**src/rtl/cmd_parser_pkg.sv**
```systemverilog
package cmd_parser_pkg;
  localparam int WORD_W  = 16;
  localparam int OP_W    = 4;
  localparam int LEN_W   = 12;
  localparam int NUM_OPS = 1 << OP_W;
  localparam int CODE_W  = WORD_W - 8;

  typedef enum logic [1:0] {ST_HDR, ST_DATA, ST_WAIT, ST_RESP} frame_st_e;

  function automatic logic [WORD_W-1:0] make_resp(input logic [CODE_W-1:0] code,
                                                  input logic [OP_W-1:0] op);
    return {code, {(8-OP_W){1'b0}}, op};
  endfunction
endpackage

```
**src/rtl/hdr_decode.sv**
```systemverilog
module hdr_decode
  import cmd_parser_pkg::*;
#(
  parameter logic [NUM_OPS-1:0] SUP_MASK = 16'h80FE
) (
  input  logic [WORD_W-1:0] word_i,
  output logic [OP_W-1:0]   op_o,
  output logic [LEN_W-1:0]  len_o,
  output logic              sup_o,
  output logic              short_o
);
  assign op_o    = word_i[WORD_W-1 -: OP_W];
  assign len_o   = word_i[LEN_W-1:0];
  assign sup_o   = SUP_MASK[op_o];
  assign short_o = (len_o <= LEN_W'(1));
endmodule

```
**src/rtl/resp_shifter.sv**
```systemverilog
module resp_shifter
  import cmd_parser_pkg::*;
(
  input  logic              clk_i,
  input  logic              rst_ni,
  input  logic              load_i,
  input  logic [WORD_W-1:0] word_i,
  input  logic              tick_i,
  output logic              sd_o,
  output logic              oe_o,
  output logic              done_o
);
  localparam int CNT_W = $clog2(WORD_W);
  localparam logic [CNT_W-1:0] LAST = CNT_W'(WORD_W - 1);

  logic [WORD_W-1:0] sh_q;
  logic [CNT_W-1:0]  cnt_q;
  logic              oe_q;

  always_ff @(posedge clk_i or negedge rst_ni) begin
    if (!rst_ni) begin
      sh_q  <= '0;
      cnt_q <= '0;
      oe_q  <= 1'b0;
    end else if (load_i) begin
      sh_q  <= word_i;
      cnt_q <= '0;
      oe_q  <= 1'b1;
    end else if (oe_q && tick_i) begin
      sh_q <= {sh_q[WORD_W-2:0], 1'b0};
      if (cnt_q == LAST) begin
        cnt_q <= '0;
        oe_q  <= 1'b0;
      end else begin
        cnt_q <= cnt_q + 1'b1;
      end
    end
  end

  assign sd_o   = oe_q & sh_q[WORD_W-1];
  assign oe_o   = oe_q;
  assign done_o = oe_q & tick_i & (cnt_q == LAST);
endmodule

```
**src/rtl/frame_ctrl.sv**
```systemverilog
module frame_ctrl
  import cmd_parser_pkg::*;
#(
  parameter logic [CODE_W-1:0] ACK_CODE  = 8'hA5,
  parameter logic [CODE_W-1:0] NACK_CODE = 8'h5A
) (
  input  logic              clk_i,
  input  logic              rst_ni,
  input  logic              rx_valid_i,
  input  logic [WORD_W-1:0] rx_word_i,
  input  logic [OP_W-1:0]   op_i,
  input  logic [LEN_W-1:0]  len_i,
  input  logic              sup_i,
  input  logic              short_i,
  input  logic              exec_done_i,
  input  logic              shift_done_i,
  output logic              cmd_valid_o,
  output logic [WORD_W-1:0] cmd_word_o,
  output logic              cmd_sop_o,
  output logic              cmd_eop_o,
  output logic [OP_W-1:0]   cmd_opcode_o,
  output logic              load_o,
  output logic [WORD_W-1:0] resp_o
);
  frame_st_e        st_q;
  logic [LEN_W-1:0] remain_q;
  logic [OP_W-1:0]  op_q;

  assign load_o = (st_q == ST_HDR && rx_valid_i && !sup_i) ||
                  (st_q == ST_WAIT && exec_done_i);
  assign resp_o = (st_q == ST_HDR) ? make_resp(NACK_CODE, op_i)
                                   : make_resp(ACK_CODE, op_q);

  always_ff @(posedge clk_i or negedge rst_ni) begin
    if (!rst_ni) begin
      st_q        <= ST_HDR;
      remain_q    <= '0;
      op_q        <= '0;
      cmd_valid_o <= 1'b0;
      cmd_word_o  <= '0;
      cmd_sop_o   <= 1'b0;
      cmd_eop_o   <= 1'b0;
    end else begin
      cmd_valid_o <= 1'b0;
      unique case (st_q)
        ST_HDR: if (rx_valid_i) begin
          if (!sup_i) begin
            st_q <= ST_RESP;
          end else begin
            op_q        <= op_i;
            cmd_valid_o <= 1'b1;
            cmd_word_o  <= rx_word_i;
            cmd_sop_o   <= 1'b1;
            cmd_eop_o   <= short_i;
            remain_q    <= short_i ? '0 : len_i - 1'b1;
            st_q        <= short_i ? ST_WAIT : ST_DATA;
          end
        end
        ST_DATA: if (rx_valid_i) begin
          cmd_valid_o <= 1'b1;
          cmd_word_o  <= rx_word_i;
          cmd_sop_o   <= 1'b0;
          cmd_eop_o   <= (remain_q == LEN_W'(1));
          remain_q    <= remain_q - 1'b1;
          if (remain_q == LEN_W'(1)) st_q <= ST_WAIT;
        end
        ST_WAIT: if (exec_done_i) st_q <= ST_RESP;
        ST_RESP: if (shift_done_i) st_q <= ST_HDR;
        default: st_q <= ST_HDR;
      endcase
    end
  end

  assign cmd_opcode_o = op_q;
endmodule

```
**src/rtl/cmd_frame_parser.sv**
```systemverilog
module cmd_frame_parser
  import cmd_parser_pkg::*;
#(
  parameter logic [NUM_OPS-1:0] SUP_MASK  = 16'h80FE,
  parameter logic [CODE_W-1:0]  ACK_CODE  = 8'hA5,
  parameter logic [CODE_W-1:0]  NACK_CODE = 8'h5A
) (
  input  logic              clk_i,
  input  logic              rst_ni,
  input  logic              rx_valid_i,
  input  logic [WORD_W-1:0] rx_word_i,
  output logic              cmd_valid_o,
  output logic [WORD_W-1:0] cmd_word_o,
  output logic              cmd_sop_o,
  output logic              cmd_eop_o,
  output logic [OP_W-1:0]   cmd_opcode_o,
  input  logic              exec_done_i,
  input  logic              bit_tick_i,
  output logic              sd_o,
  output logic              sd_oe_o
);
  logic [OP_W-1:0]   op;
  logic [LEN_W-1:0]  len;
  logic              sup, short_len, load, shift_done;
  logic [WORD_W-1:0] resp;

  hdr_decode #(.SUP_MASK(SUP_MASK)) u_dec (
    .word_i (rx_word_i),
    .op_o   (op),
    .len_o  (len),
    .sup_o  (sup),
    .short_o(short_len)
  );

  frame_ctrl #(.ACK_CODE(ACK_CODE), .NACK_CODE(NACK_CODE)) u_ctrl (
    .clk_i       (clk_i),
    .rst_ni      (rst_ni),
    .rx_valid_i  (rx_valid_i),
    .rx_word_i   (rx_word_i),
    .op_i        (op),
    .len_i       (len),
    .sup_i       (sup),
    .short_i     (short_len),
    .exec_done_i (exec_done_i),
    .shift_done_i(shift_done),
    .cmd_valid_o (cmd_valid_o),
    .cmd_word_o  (cmd_word_o),
    .cmd_sop_o   (cmd_sop_o),
    .cmd_eop_o   (cmd_eop_o),
    .cmd_opcode_o(cmd_opcode_o),
    .load_o      (load),
    .resp_o      (resp)
  );

  resp_shifter u_shift (
    .clk_i (clk_i),
    .rst_ni(rst_ni),
    .load_i(load),
    .word_i(resp),
    .tick_i(bit_tick_i),
    .sd_o  (sd_o),
    .oe_o  (sd_oe_o),
    .done_o(shift_done)
  );
endmodule

```
**config.mk**
```make
export PLATFORM = sky130hd
export DESIGN_NAME = cmd_frame_parser
export DESIGN_NICKNAME = d
export VERILOG_FILES = /design/src/rtl/cmd_parser_pkg.sv /design/src/rtl/hdr_decode.sv /design/src/rtl/resp_shifter.sv /design/src/rtl/frame_ctrl.sv /design/src/rtl/cmd_frame_parser.sv
export SDC_FILE = /design/constraint.sdc
export NUM_CORES = 1
export LEC_CHECK = 0
export BUFFER_PORTS_ARGS = -buffer_cell sky130_fd_sc_hd__buf_2
export CORE_UTILIZATION = 40
export DETAILED_ROUTE_END_ITERATION = 10
export HOLD_SLACK_MARGIN = 0.1
export PLACE_DENSITY = 0.64
export REMOVE_ABC_BUFFERS = 1
export SLEW_MARGIN = 10
export SYNTH_ARGS = -nofsm -noshare
export SYNTH_HDL_FRONTEND = slang
export SYNTH_HIERARCHICAL = 1
export SYNTH_SLANG_ARGS = --single-unit
```
**constraint.sdc**
```tcl
create_clock -name clk_i -period 1.95 [get_ports clk_i]
set_input_delay 0 -clock clk_i [delete_from_list [all_inputs] [get_ports clk_i]]
set_output_delay 0 -clock clk_i [all_outputs]
set_load 0.02 [all_outputs]
```
## Yosys cells after proc, flatten, opt, wreduce, memory -nomap -nowiden

Memory sizes are Yosys's and may differ from the RTL's.
Index checks and enable logic that the tools add are counted.

| word-level totals | value |
|---|---|
| register bits after elaboration | 58 |
| ROM bits | 16 |
| input port bits | 21 |
| output and inout port bits | 25 |
| logic and storage cells | 83 |
| memories | 1 |

| cells by class | value |
|---|---|
| add/subtract/negate cells | 3 |
| $lt $le $gt $ge | 2 |
| eq/ne operators | 11 |
| multiplexer cells | 39 |
| bitwise logic cells | 3 |
| reduce and logical (&&, ||, !) cells | 14 |

Memory list:

| memory | words | width | rd ports | clocked after memory_dff | wr ports | RTL line | text |
|---|---|---|---|---|---|---|---|
| (name not given) | 16 | 1 | 1 | 0 | 0 | hdr_decode.sv:14 | `assign sup_o = SUP_MASK[op_o];` |

Operator list:

| operator | count |
|---|---|
| two-way mux 16 bit | 6 |
| two-way mux 12 bit | 4 |
| case mux 16 bit (2 select lines) | 1 |
| case mux 12 bit (2 select lines) | 1 |
| subtractor 12 x 1 -> 12 bit (second input constant) | 2 |
| two-way mux 2 bit | 7 |
| two-way mux 1 bit | 13 |
| == test 12 x 1 -> 1 bit (second input constant) | 1 |
| less-or-equal comparator 12 x 1 -> 1 bit (second input constant) | 1 |
| two-way mux 4 bit | 3 |
| != test 2 bit (second input constant) | 4 |
| case mux 2 bit (4 select lines) | 1 |
| case mux 1 bit (2 select lines) | 3 |
| nonzero test 2 bit | 3 |
| less-than comparator 4 x 5 -> 1 bit (second input constant) | 1 |
| AND reduction 5 bit | 1 |
| adder 4 x 1 -> 4 bit (second input constant) | 1 |
| == test 2 bit (second input constant) | 2 |
| == test 4 bit (second input constant) | 1 |
| logical AND 1 bit | 4 |
| != test 2 x 1 -> 1 bit (second input constant) | 2 |
| AND reduction 4 bit | 1 |
| AND 1 bit | 3 |
| AND reduction 3 bit | 1 |
| 5 further kinds | 5 |

## Longest topological paths before layout

Gate-level depths: netlist of run 1.

| depth | value |
|---|---|
| depth in word-level cells | 7 |
| gate-level depth with buffers | 9 |

## Modules after synthesis

Netlist of run 1, hierarchy kept.

By module, submodules not included:

| module | instances | cells each | area an instance (µm²) |
|---|---|---|---|
| frame_ctrl | 1 | 245 | 2138.3 |
| resp_shifter | 1 | 97 | 974.7 |
| hdr_decode | 1 | 24 | 165.2 |

## Worst setup path after synthesis of run 1

OpenSTA, ideal clock, no wires.

| timing | value |
|---|---|
| path kind | register -> register |
| start | reg u_ctrl.st_q[0] |
| end | reg u_shift.sh_q[10] |
| arrival | 2.038 ns |
| setup slack | -0.171 ns |
| cell stages (with the launch flop) | 10 |
| path through | dfrtp_1 > inv_1 > ha_1 > clkbuf_1 > inv_1 > o31ai_1 > clkbuf_1 > clkbuf_1 > nand2_1 > o21ai_0 |

| on the way | value |
|---|---|
| longest elaborated chain between the ends | 5 |
| elaborated cells on any way between the ends | 9 |
| classes of those cells | eq/ne (1); mux (2); reduce/logical (6) |

Ends and longest elaborated chain:

| item | RTL line | text |
|---|---|---|
| start: declaration | frame_ctrl.sv:25 | `frame_st_e st_q;` |
| start signal: assignment | frame_ctrl.sv:56 | `st_q <= short_i ? ST_WAIT : ST_DATA;` |
| logical NOT 2 bit | frame_ctrl.sv:29 | `assign load_o = (st_q == ST_HDR && rx_valid_i && !sup_i) \|\|` |
| logical AND 1 bit (2 in series) | frame_ctrl.sv:29 |  |
| logical OR 1 bit (*) | frame_ctrl.sv:29 |  |
| net load | cmd_frame_parser.sv:24 | `logic sup, short_len, load, shift_done;` |
| two-way mux 16 bit / nonzero test 2 bit (equally long branches) | - |  |
| end signal: assignment | resp_shifter.sv:26 | `sh_q <= word_i;` |
| end signal: assignment | resp_shifter.sv:30 | `sh_q <= {sh_q[WORD_W-2:0], 1'b0};` |
| end: declaration | resp_shifter.sv:16 | `logic [WORD_W-1:0] sh_q;` |

Mark *: on every way through the listed nets, which the timed path passes. The rest lies on a longest branch.
A chain may end at the register's enable or synchronous reset.

## Worst setup path after layout of run 1

| timing | value |
|---|---|
| start | reg u_ctrl.remain_q[5] |
| end | reg u_ctrl.remain_q[11] |

| on the way | value |
|---|---|
| longest elaborated chain between the ends | 3 |

Ends and longest elaborated chain:

| item | RTL line | text |
|---|---|---|
| start: declaration | frame_ctrl.sv:26 | `logic [LEN_W-1:0] remain_q;` |
| start signal: assignment | frame_ctrl.sv:55 | `remain_q <= short_i ? '0 : len_i - 1'b1;` |
| start signal: assignment | frame_ctrl.sv:64 | `remain_q <= remain_q - 1'b1;` |
| subtractor 12 x 1 -> 12 bit | frame_ctrl.sv:64 |  |
| two-way mux 12 bit | frame_ctrl.sv:59 | `ST_DATA: if (rx_valid_i) begin` |
| case mux 12 bit (2 select lines) | frame_ctrl.sv:45 | `unique case (st_q)` |

No other way between the ends. The select of a mux whose other input is x is not followed.

==> impl_results.md, run 1 <==
- Status: complete, but fails checks
- Violated checks: negative setup slack
- Final antenna-violating net count: 0
- Yosys warning count: 6
- WL/cell: 13.7 um
- CTS Buf Count: 9
- Total GRT Usage: 18.6%
- Final Total Pwr: 5830 uW
- Via count: 2683
- Post-synthesis mux area share: 8.55%
- Maximum VDD drop: 0.667 mV
- Crit path max fanout: 3
- Die height: 92.5 um
- Family with the most delay on the worst path: simple AND/OR/NAND/NOR gates
- Post-synthesis simple-gate area fraction: 19.7%
- NetSw: 2350 uW
- Chip Width: 92.5 um
- Core region area: 7810 um2
- Cells on worst reg2reg path: 5
- Final Skew: 0.00495 ns
- PD cells: 1450 nW/um2
- Syn-to-layout area delta: 23.0%
- Largest net degree at the start of global routing: 36
- Worst R2R End: u_ctrl/remain_q[11]$_DFFE_PN0P_
- DR pass1 iterations: 4
- Crit path setup slack, layout: -0.0901 ns
- Period utilisation layout: 105%
- Row Count: 32
- CP most frequent cell: or4_4
- RSZ-0062 raised after global routing: yes
- Post-synth top cells: nand2_1, dfrtp_1, o21ai_0
- Routability congestion estimate: 0.829
- Fillcell total: 749
- FMAX: 490 MHz
- Worst setup path endpoint: u_ctrl/remain_q[11]$_DFFE_PN0P_
- DRT Wirelength: 7310 um
- Synth area leader: dfrtp_1
- Final setup violation count: 2
- CP peak stage delay: 0.53 ns
- Internal: 3480 uW
- Worst Path Arrival: 2.32 ns
- Non-Filler Instances: 532
- Drt via density: 5.04
- Fin. Hold Viols: 0
- Worst-path clk slew: 0.06 ns
- Post-synth top area share: 44.3%
- DR iter-0 viols: 61
- Post-Synth XOR/XNOR Area: 2.67%
- DRC errors left: 0
- Flops & latches, synth: 58
- Fin. max-slew vios: 0
- DP Worst Slack: -0.107 ns
- Sw Share: 40.3%
- Synth Instances: 366
- Post-Syn Area per Cell: 8.96 um2
- Worst hold slack: 0.112 ns
- Initial core utilization: 42.0%
- Compound-Gate Fraction of Synth Area: 12.1%
- Hold crit path type: in -> reg
- Number of synthesized flops with an enable pin: 0
- Adder-Cell Fraction of Synth Area: 3.05%
- Post-synth ARST share: 100%
- Ports: 46
- Die area: 8560 um2
- Worst-Skew Late Latency: 0.34 ns
- Critical Path Source: u_ctrl/remain_q[5]$_DFFE_PN0P_
- Reg-to-reg slack, setup: -0.09 ns
- WS Path Type: reg -> reg
- Top FF cell, synth: dfrtp_1
- Initial antenna violation count: 0
- Root Buffer: clkbuf_8
- Vias in the first global route: 2645
- Nets@finish: 455
- Dpl hpwl: 4830 um
- Most common cell in the netlist: nand2_1
- Leak: 0.00190 uW
- Clock power frac: 18.7%
- Mapped cell area: 3280 um2
- Seq/Total Area, Yosys: 44.3%
- Worst slew pin tran: 0.578 ns
- Nature of the critical path startpoint: flop
- # Max-Cap Violations: 0
- Crit. End Element: flop
- Flop pwr share: 36.1%
- Req. time, crit path: 2.23 ns
- H-tree Lvls: 3
- CP cell instances: or4_4, or3_4, or4_4, a21oi_2, a221o_2
- Top post-synthesis cells by area: dfrtp_1, nand2_1, buf_4
- WP buf/inv: 0
- Global-route wire length before repair: 12500 um
- Layout cells sized above 1: 24.9%
- PortBufs: 45
- Clock Path Buffers: 2
- Worst r2r src: u_ctrl/remain_q[5]$_DFFE_PN0P_
- CTS Sinks: 58
- Ant diodes: 0
- Combinational share of power: 45.2%
- Cell count along the critical path: 5
- Tmin final: 2.04 ns
- Placed cell count: 497
- Max-slew headroom: 61.5%
- Grt ovf: 0
- Final core occ: 51.7%
- Post-synth cell types: 48
- Largest family of logic cells by synthesized area: simple AND/OR/NAND/NOR gates
- CTS tree: built
- Crit path max-delay cell type: or4_4
==> registers in the layout (all words and copies together) (netlist names) <==
name                 count
u_shift/sh_q            16
u_ctrl/cmd_word_o       16
u_ctrl/cmd_opcode_o      4
u_ctrl/cmd_valid_o       1
u_shift/cnt_q            4
u_ctrl/cmd_sop_o         1
u_ctrl/st_q              2
u_ctrl/cmd_eop_o         1
u_ctrl/remain_q         12
u_shift/oe_o             1
==> power by group through the flow <==
stage | Sequential, uW | Clock, uW | Combinational [uW]
2_1_floorplan | 2320 | 0 | 1360
3_3_place_gp | 2080 | 0 | 2460
3_5_place_dp | 2090 | 0 | 2520
4_1_cts | 2090 | 1120 | 2560
5_1_grt | 2170 | 1170 | 2970
6_report | 2100 | 1090 | 2640
==> tightest hold or removal path, delay by kind of cell <==
family / cells / cell delay [ns]
buffers and inverters: 2 / 0.16
multiplexers: 1 / 0.07
AO/OA/AOI/OAI: 2 / 0.17
==> routing by layer <==
layer  up-vias  track usage [%]  part of all wire, %
li1       1341                -                    -
met1      1278             23.4                   47
met2        54             30.7                   47
met3        10             4.11                  3.5
met4         0             7.94                  1.7
met5         -                0                    0
==> logic make-up (layout without fill, tap and decap cells) <==
kind of cell | count (synthesis) | count (layout)
AND/OR/NAND/NOR | 141 | 141
AO/OA/AOI/OAI | 67 | 67
flip-flops | 58 | 58
buffers and inverters | 54 | 115
multiplexers | 27 | 27
XOR/XNOR | 10 | 10
adder cells (fa/ha/maj) | 8 | 8
other | 1 | 4
==> placed cells by master (no fill, tap or decap), types with 5 or more instances in the layout <==
master         instances
nand2_1               81
xnor2_1                5
a21oi_1               10
o21ai_0               34
mux2_2                 8
inv_1                 11
buf_2                 45
mux2i_1               19
clkbuf_8              10
dfrtp_1               58
xor2_1                 5
buf_4                 20
nor3_1                10
dlygate4sd3_1         19
ha_1                   7
nor2_1                15
nand3_1                7
==> worst min-delay path by stage <==
stage | start | to | slack, ns | cells past startpoint
floorplan | rst_ni | u_ctrl/cmd_eop_o$_DFFE_PN0P_ | -0.30 | 0
global placement | rst_ni | u_ctrl/cmd_opcode_o[2]$_DFFE_PN0P_ | 0.02 | 1
detailed placement | rst_ni | u_ctrl/cmd_opcode_o[2]$_DFFE_PN0P_ | 0.03 | 1
finish | exec_done_i | u_ctrl/st_q[1]$_DFFE_PN0P_ | 0.11 | 5
global route | exec_done_i | u_shift/cnt_q[3]$_DFFE_PN0P_ | 0.14 | 5
CTS | exec_done_i | u_shift/cnt_q[3]$_DFFE_PN0P_ | 0.12 | 5
==> layout make-up <==
type / count / area (um2) / area share, %
clock inverter: 3 / 40.0 / 0.993
multi-input combinational: 257 / 1600 / 39.7
tap: 102 / 128 / 3.16
timing repair buffer: 87 / 621 / 15.4
sequential: 58 / 1450 / 36.0
inverter: 13 / 48.8 / 1.21
clock buffer: 12 / 145 / 3.60
==> stage by stage <==
| stage | TNS [ns] | cell area [um2] |
|---|---|---|
| after floorplan | -70.99 | 3030 |
| after global placement | -0.0808 | 3590 |
| after detailed placement | -0.165 | 3590 |
| after CTS | -0.0972 | 3980 |
| after global routing | -0.290 | 4030 |
| final | -0.0971 | 4030 |
==> timing repair <==
item / in CTS / in global routing
cloned: 0 / 0
pin swaps: 2 / 2
setup buffers: 0 / 1
hold buffers: 19 / 0
hold endpoints to repair: 83 / 0
setup endpoints to repair: 4 / 33
resized for setup: 4 / 14
Note: power is estimated with default switching activity, not from simulation.
==> run 2, diff against run 1 <==
--- a/config.mk
+++ b/config.mk
@@ -9,10 +9,9 @@
 export CORE_UTILIZATION = 40
 export DETAILED_ROUTE_END_ITERATION = 10
 export HOLD_SLACK_MARGIN = 0.1
-export PLACE_DENSITY = 0.64
+export PLACE_DENSITY = 0.65
 export REMOVE_ABC_BUFFERS = 1
 export SLEW_MARGIN = 10
 export SYNTH_ARGS = -nofsm -noshare
 export SYNTH_HDL_FRONTEND = slang
-export SYNTH_HIERARCHICAL = 1
 export SYNTH_SLANG_ARGS = --single-unit
==> run 2 against run 1 <==
Net effect: the flow still finishes with violations (negative setup slack); routed wire length up 6.5%; clock power up 17%; synthesized cell count down 2.5%; area after synthesis down 3.9%; critical path type unchanged; largest power group unchanged; highest routed layer unchanged.
==> impl_results.md, run 2 <==
- Status: complete, but fails checks
- Violated checks: negative setup slack
- Via count: 2898 (+8.0%)
- Initial antenna violation count: 0 (unchanged)
- WL met3: 448 um (+76%)
- Total GRT Usage: 20.4% (+1.8 points)
- Most frequent cells in the layout: nand2_1, dfrtp_1, buf_2
- Vias in the first global route: 2823 (+6.7%)
- Routability congestion estimate: 0.806 (-2.8%)
- Nature of the critical path startpoint: flop
- Leak: 0.00190 uW (about the same)
- Die area: 8240 um2 (-3.8%)
- Adder-Cell Fraction of Synth Area: 3.97% (+0.92 points)
- CTS Buf Count: 9 (unchanged)
- Final antenna-violating net count: 0 (unchanged)
- Synth Instances: 357 (-2.5%)
- Met1 wire length: 3780 um (+9.1%)
- Hold crit path type: in -> reg
- Drt via density: 5.26 (+4.3%)
- CTS tree: built
- Compound-Gate Fraction of Synth Area: 16.0% (+3.9 points)
- DRC errors left: 0 (unchanged)
- Fin. Hold Viols: 0 (unchanged)
- Fillcell total: 674 (-10%)
- Root Buffer: clkbuf_8
- RSZ-0062 raised after global routing: yes
- Worst-path clk slew: 0.07 ns (about the same)
- Biggest regs: u_ctrl.cmd_word_o x16, u_shift.sh_q x16, u_ctrl.remain_q x12
- Setup tns final: -0.214 ns (-0.117 ns)
- Grt ovf: 0 (unchanged)
- H-tree Lvls: 3 (unchanged)
- WL/cell: 14.1 um (+2.8%)
- Maximum VDD drop: 0.685 mV (+2.8%)
- Post-synth ARST share: 100% (unchanged)
- DR iter-0 viols: 189 (+210%)
- FMAX: 486 MHz (-0.94%)
- Post-synth top area share: 46.1% (+1.8 points)
- Post-synthesis simple-gate area fraction: 25.7% (+6.0 points)
- DR pass1 iterations: 4 (unchanged)
- Worst-Skew Late Latency: 0.35 ns (about the same)
- Post-synthesis mux area share: 3.42% (-5.1 points)
- Max Used Layer: met4
- Top post-synthesis cells by area: dfrtp_1, nand2_1, ha_1
- Placed cell count: 510 (+2.6%)
- Die height: 90.8 um (-1.9%)
- PD cells: 1520 nW/um2 (+5.2%)
- Req. time, crit path: 2.17 ns (-0.06 ns)
- Top FF cell, synth: dfrtp_1
- Flops & latches, synth: 58 (unchanged)
- Ant diodes: 0 (unchanged)
- Yosys warning count: 0 (-6)
- Fin. max-slew vios: 0 (unchanged)
- Largest family of logic cells by synthesized area: simple AND/OR/NAND/NOR gates
- Largest net degree at the start of global routing: 35 (-2.8%)
- Core region area: 7450 um2 (-4.6%)
- Post-Synth XOR/XNOR Area: 1.39% (-1.3 points)
- Final setup violation count: 2 (unchanged)
- Synth area leader: dfrtp_1
- Final Skew: 0.0107 ns (+0.00570 ns)
- Clock Path Buffers: 2 (unchanged)
- WS Path Type: reg -> reg
- Final core occ: 55.8% (+4.1 points)
- Mapped cell area: 3150 um2 (-3.9%)
- Syn-to-layout area delta: 31.9%
- Placed Area: 3640 um2 (+1.4%)
- # Max-Cap Violations: 0 (unchanged)
- Nets@finish: 478 (+5.1%)
- Ports: 46 (unchanged)
- Seq/Total Area, Yosys: 46.1% (+1.8 points)
- Period utilisation layout: 106% (+1.0 points)
- Most common cell in the netlist: nand2_1
- CTS Sinks: 58 (unchanged)
- Chip Width: 90.8 um (-1.9%)
- Register cell area after layout: 1450 um2 (about the same)
- Row Count: 31 (-3.1%)
- PortBufs: 45 (unchanged)
- Metal2 WL: 3470 um (about the same)
- Non-Filler Instances: 551 (+3.6%)
- Layout cells sized above 1: 27.2% (+2.3 points)
- Multi-input gate area: 1640 um2 (+2.7%)
- Worst slew pin tran: 0.599 ns (+0.0207 ns)
- Number of synthesized flops with an enable pin: 0 (unchanged)
- Worst Path Arrival: 2.28 ns (-0.04 ns)
- DRT Wirelength: 7780 um (+6.5%)
- Post-synth cell types: 53 (+10%)
- Crit path max fanout: 3 (unchanged)
- Dpl hpwl: 5320 um (+10%)
- Max-slew headroom: 60.0% (-1.5 points)
- Commonest non-fill, non-tap cell in the layout: nand2_1
- Crit. End Element: flop
- Crit path setup slack, layout: -0.110 ns (-0.0194 ns)
- Global-route wire length before repair: 13300 um (+6.8%)
- Post-synth top cells: nand2_1, dfrtp_1, nor2_1
- Tmin final: 2.06 ns (+0.0194 ns)
- Post-route cell area: 4160 um2 (+3.0%)
- Post-Syn Area per Cell: 8.82 um2 (-1.5%)
- Initial core utilization: 42.3% (+0.32 points)
==> run 2: what timing repair did <==
item                                    CTS  global route
setup buffers                             4             2
hold buffers                             19             0
gates resized for setup                   3            15
endpoints found under the setup margin   25            35
hold endpoints to repair                 87             0
pin swaps                                 0             0
==> run 2: path summary, 6_finish.rpt <==
check	start	to	slack, ns	depth (start not counted)
worst max-delay path	u_ctrl.remain_q[6]$_DFFE_PN0P_	u_ctrl.st_q[1]$_DFFE_PN0P_	-0.11	5
worst min register to register	u_ctrl.cmd_word_o[15]$_DFFE_PN0P_	u_ctrl.cmd_word_o[15]$_DFFE_PN0P_	0.48	2
worst min-delay path	rx_word_i[7]	u_ctrl.remain_q[7]$_DFFE_PN0P_	0.10	3
min in group asynchronous	rst_ni	u_ctrl.cmd_word_o[13]$_DFFE_PN0P_	0.20	2
max in group asynchronous	rst_ni	u_ctrl.st_q[0]$_DFFE_PN0P_	1.14	3
worst max register to register	u_ctrl.remain_q[6]$_DFFE_PN0P_	u_ctrl.st_q[1]$_DFFE_PN0P_	-0.11	5
==> run 2: report_power, final <==
| part | switching [uW] | internal, uW |
|---|---|---|
| Sequential | 407 | 1770 |
| Combinational | 1570 | 1300 |
| Clock | 481 | 789 |
==> run 2: critical path, stage by stage (launching register included) <==
cell and delay (ns):
dfrtp_1 0.38, or4_4 0.56, nor4_4 0.23, nand2_2 0.11, a221o_1 0.35, mux2_1 0.31
==> run 2: kinds of logic after synthesis <==
logic type	Yosys count
muxes	10
DFF	58
and+or+nand+nor	170
AOI/OAI and AO/OA	80
xor gates and xnor gates	5
buffers and inverters	24
adders and majority gates	10
==> run 2: cell type report <==
type	instances	share of cell area, %
clock inverters	4	1.78
multi-input cells	275	39.5
repair buffers	96	16.4
inverters	7	0.632
well taps	99	2.98
clock buffers	12	3.73
flip-flops and latches	58	35.0
==> run 2: stage by stage <==
step / setup slack (ns) / hold WS [ns] / total power [uW]
2_1_floorplan: -0.636 / -0.296 / 3810
3_3_place_gp: -0.0458 / 0.0321 / 4750
3_5_place_dp: -0.104 / 0.0293 / 4830
4_1_cts: -0.113 / 0.104 / 6240
5_1_grt: -0.207 / 0.141 / 6820
6_report: -0.110 / 0.101 / 6320
==> run 2: layer usage <==
metal | global-route usage [%] | up-vias
li1 | - | 1445
met1 | 29.0 | 1365
met2 | 30.0 | 78
met3 | 5.64 | 10
met4 | 6.45 | 0
met5 | 0 | -
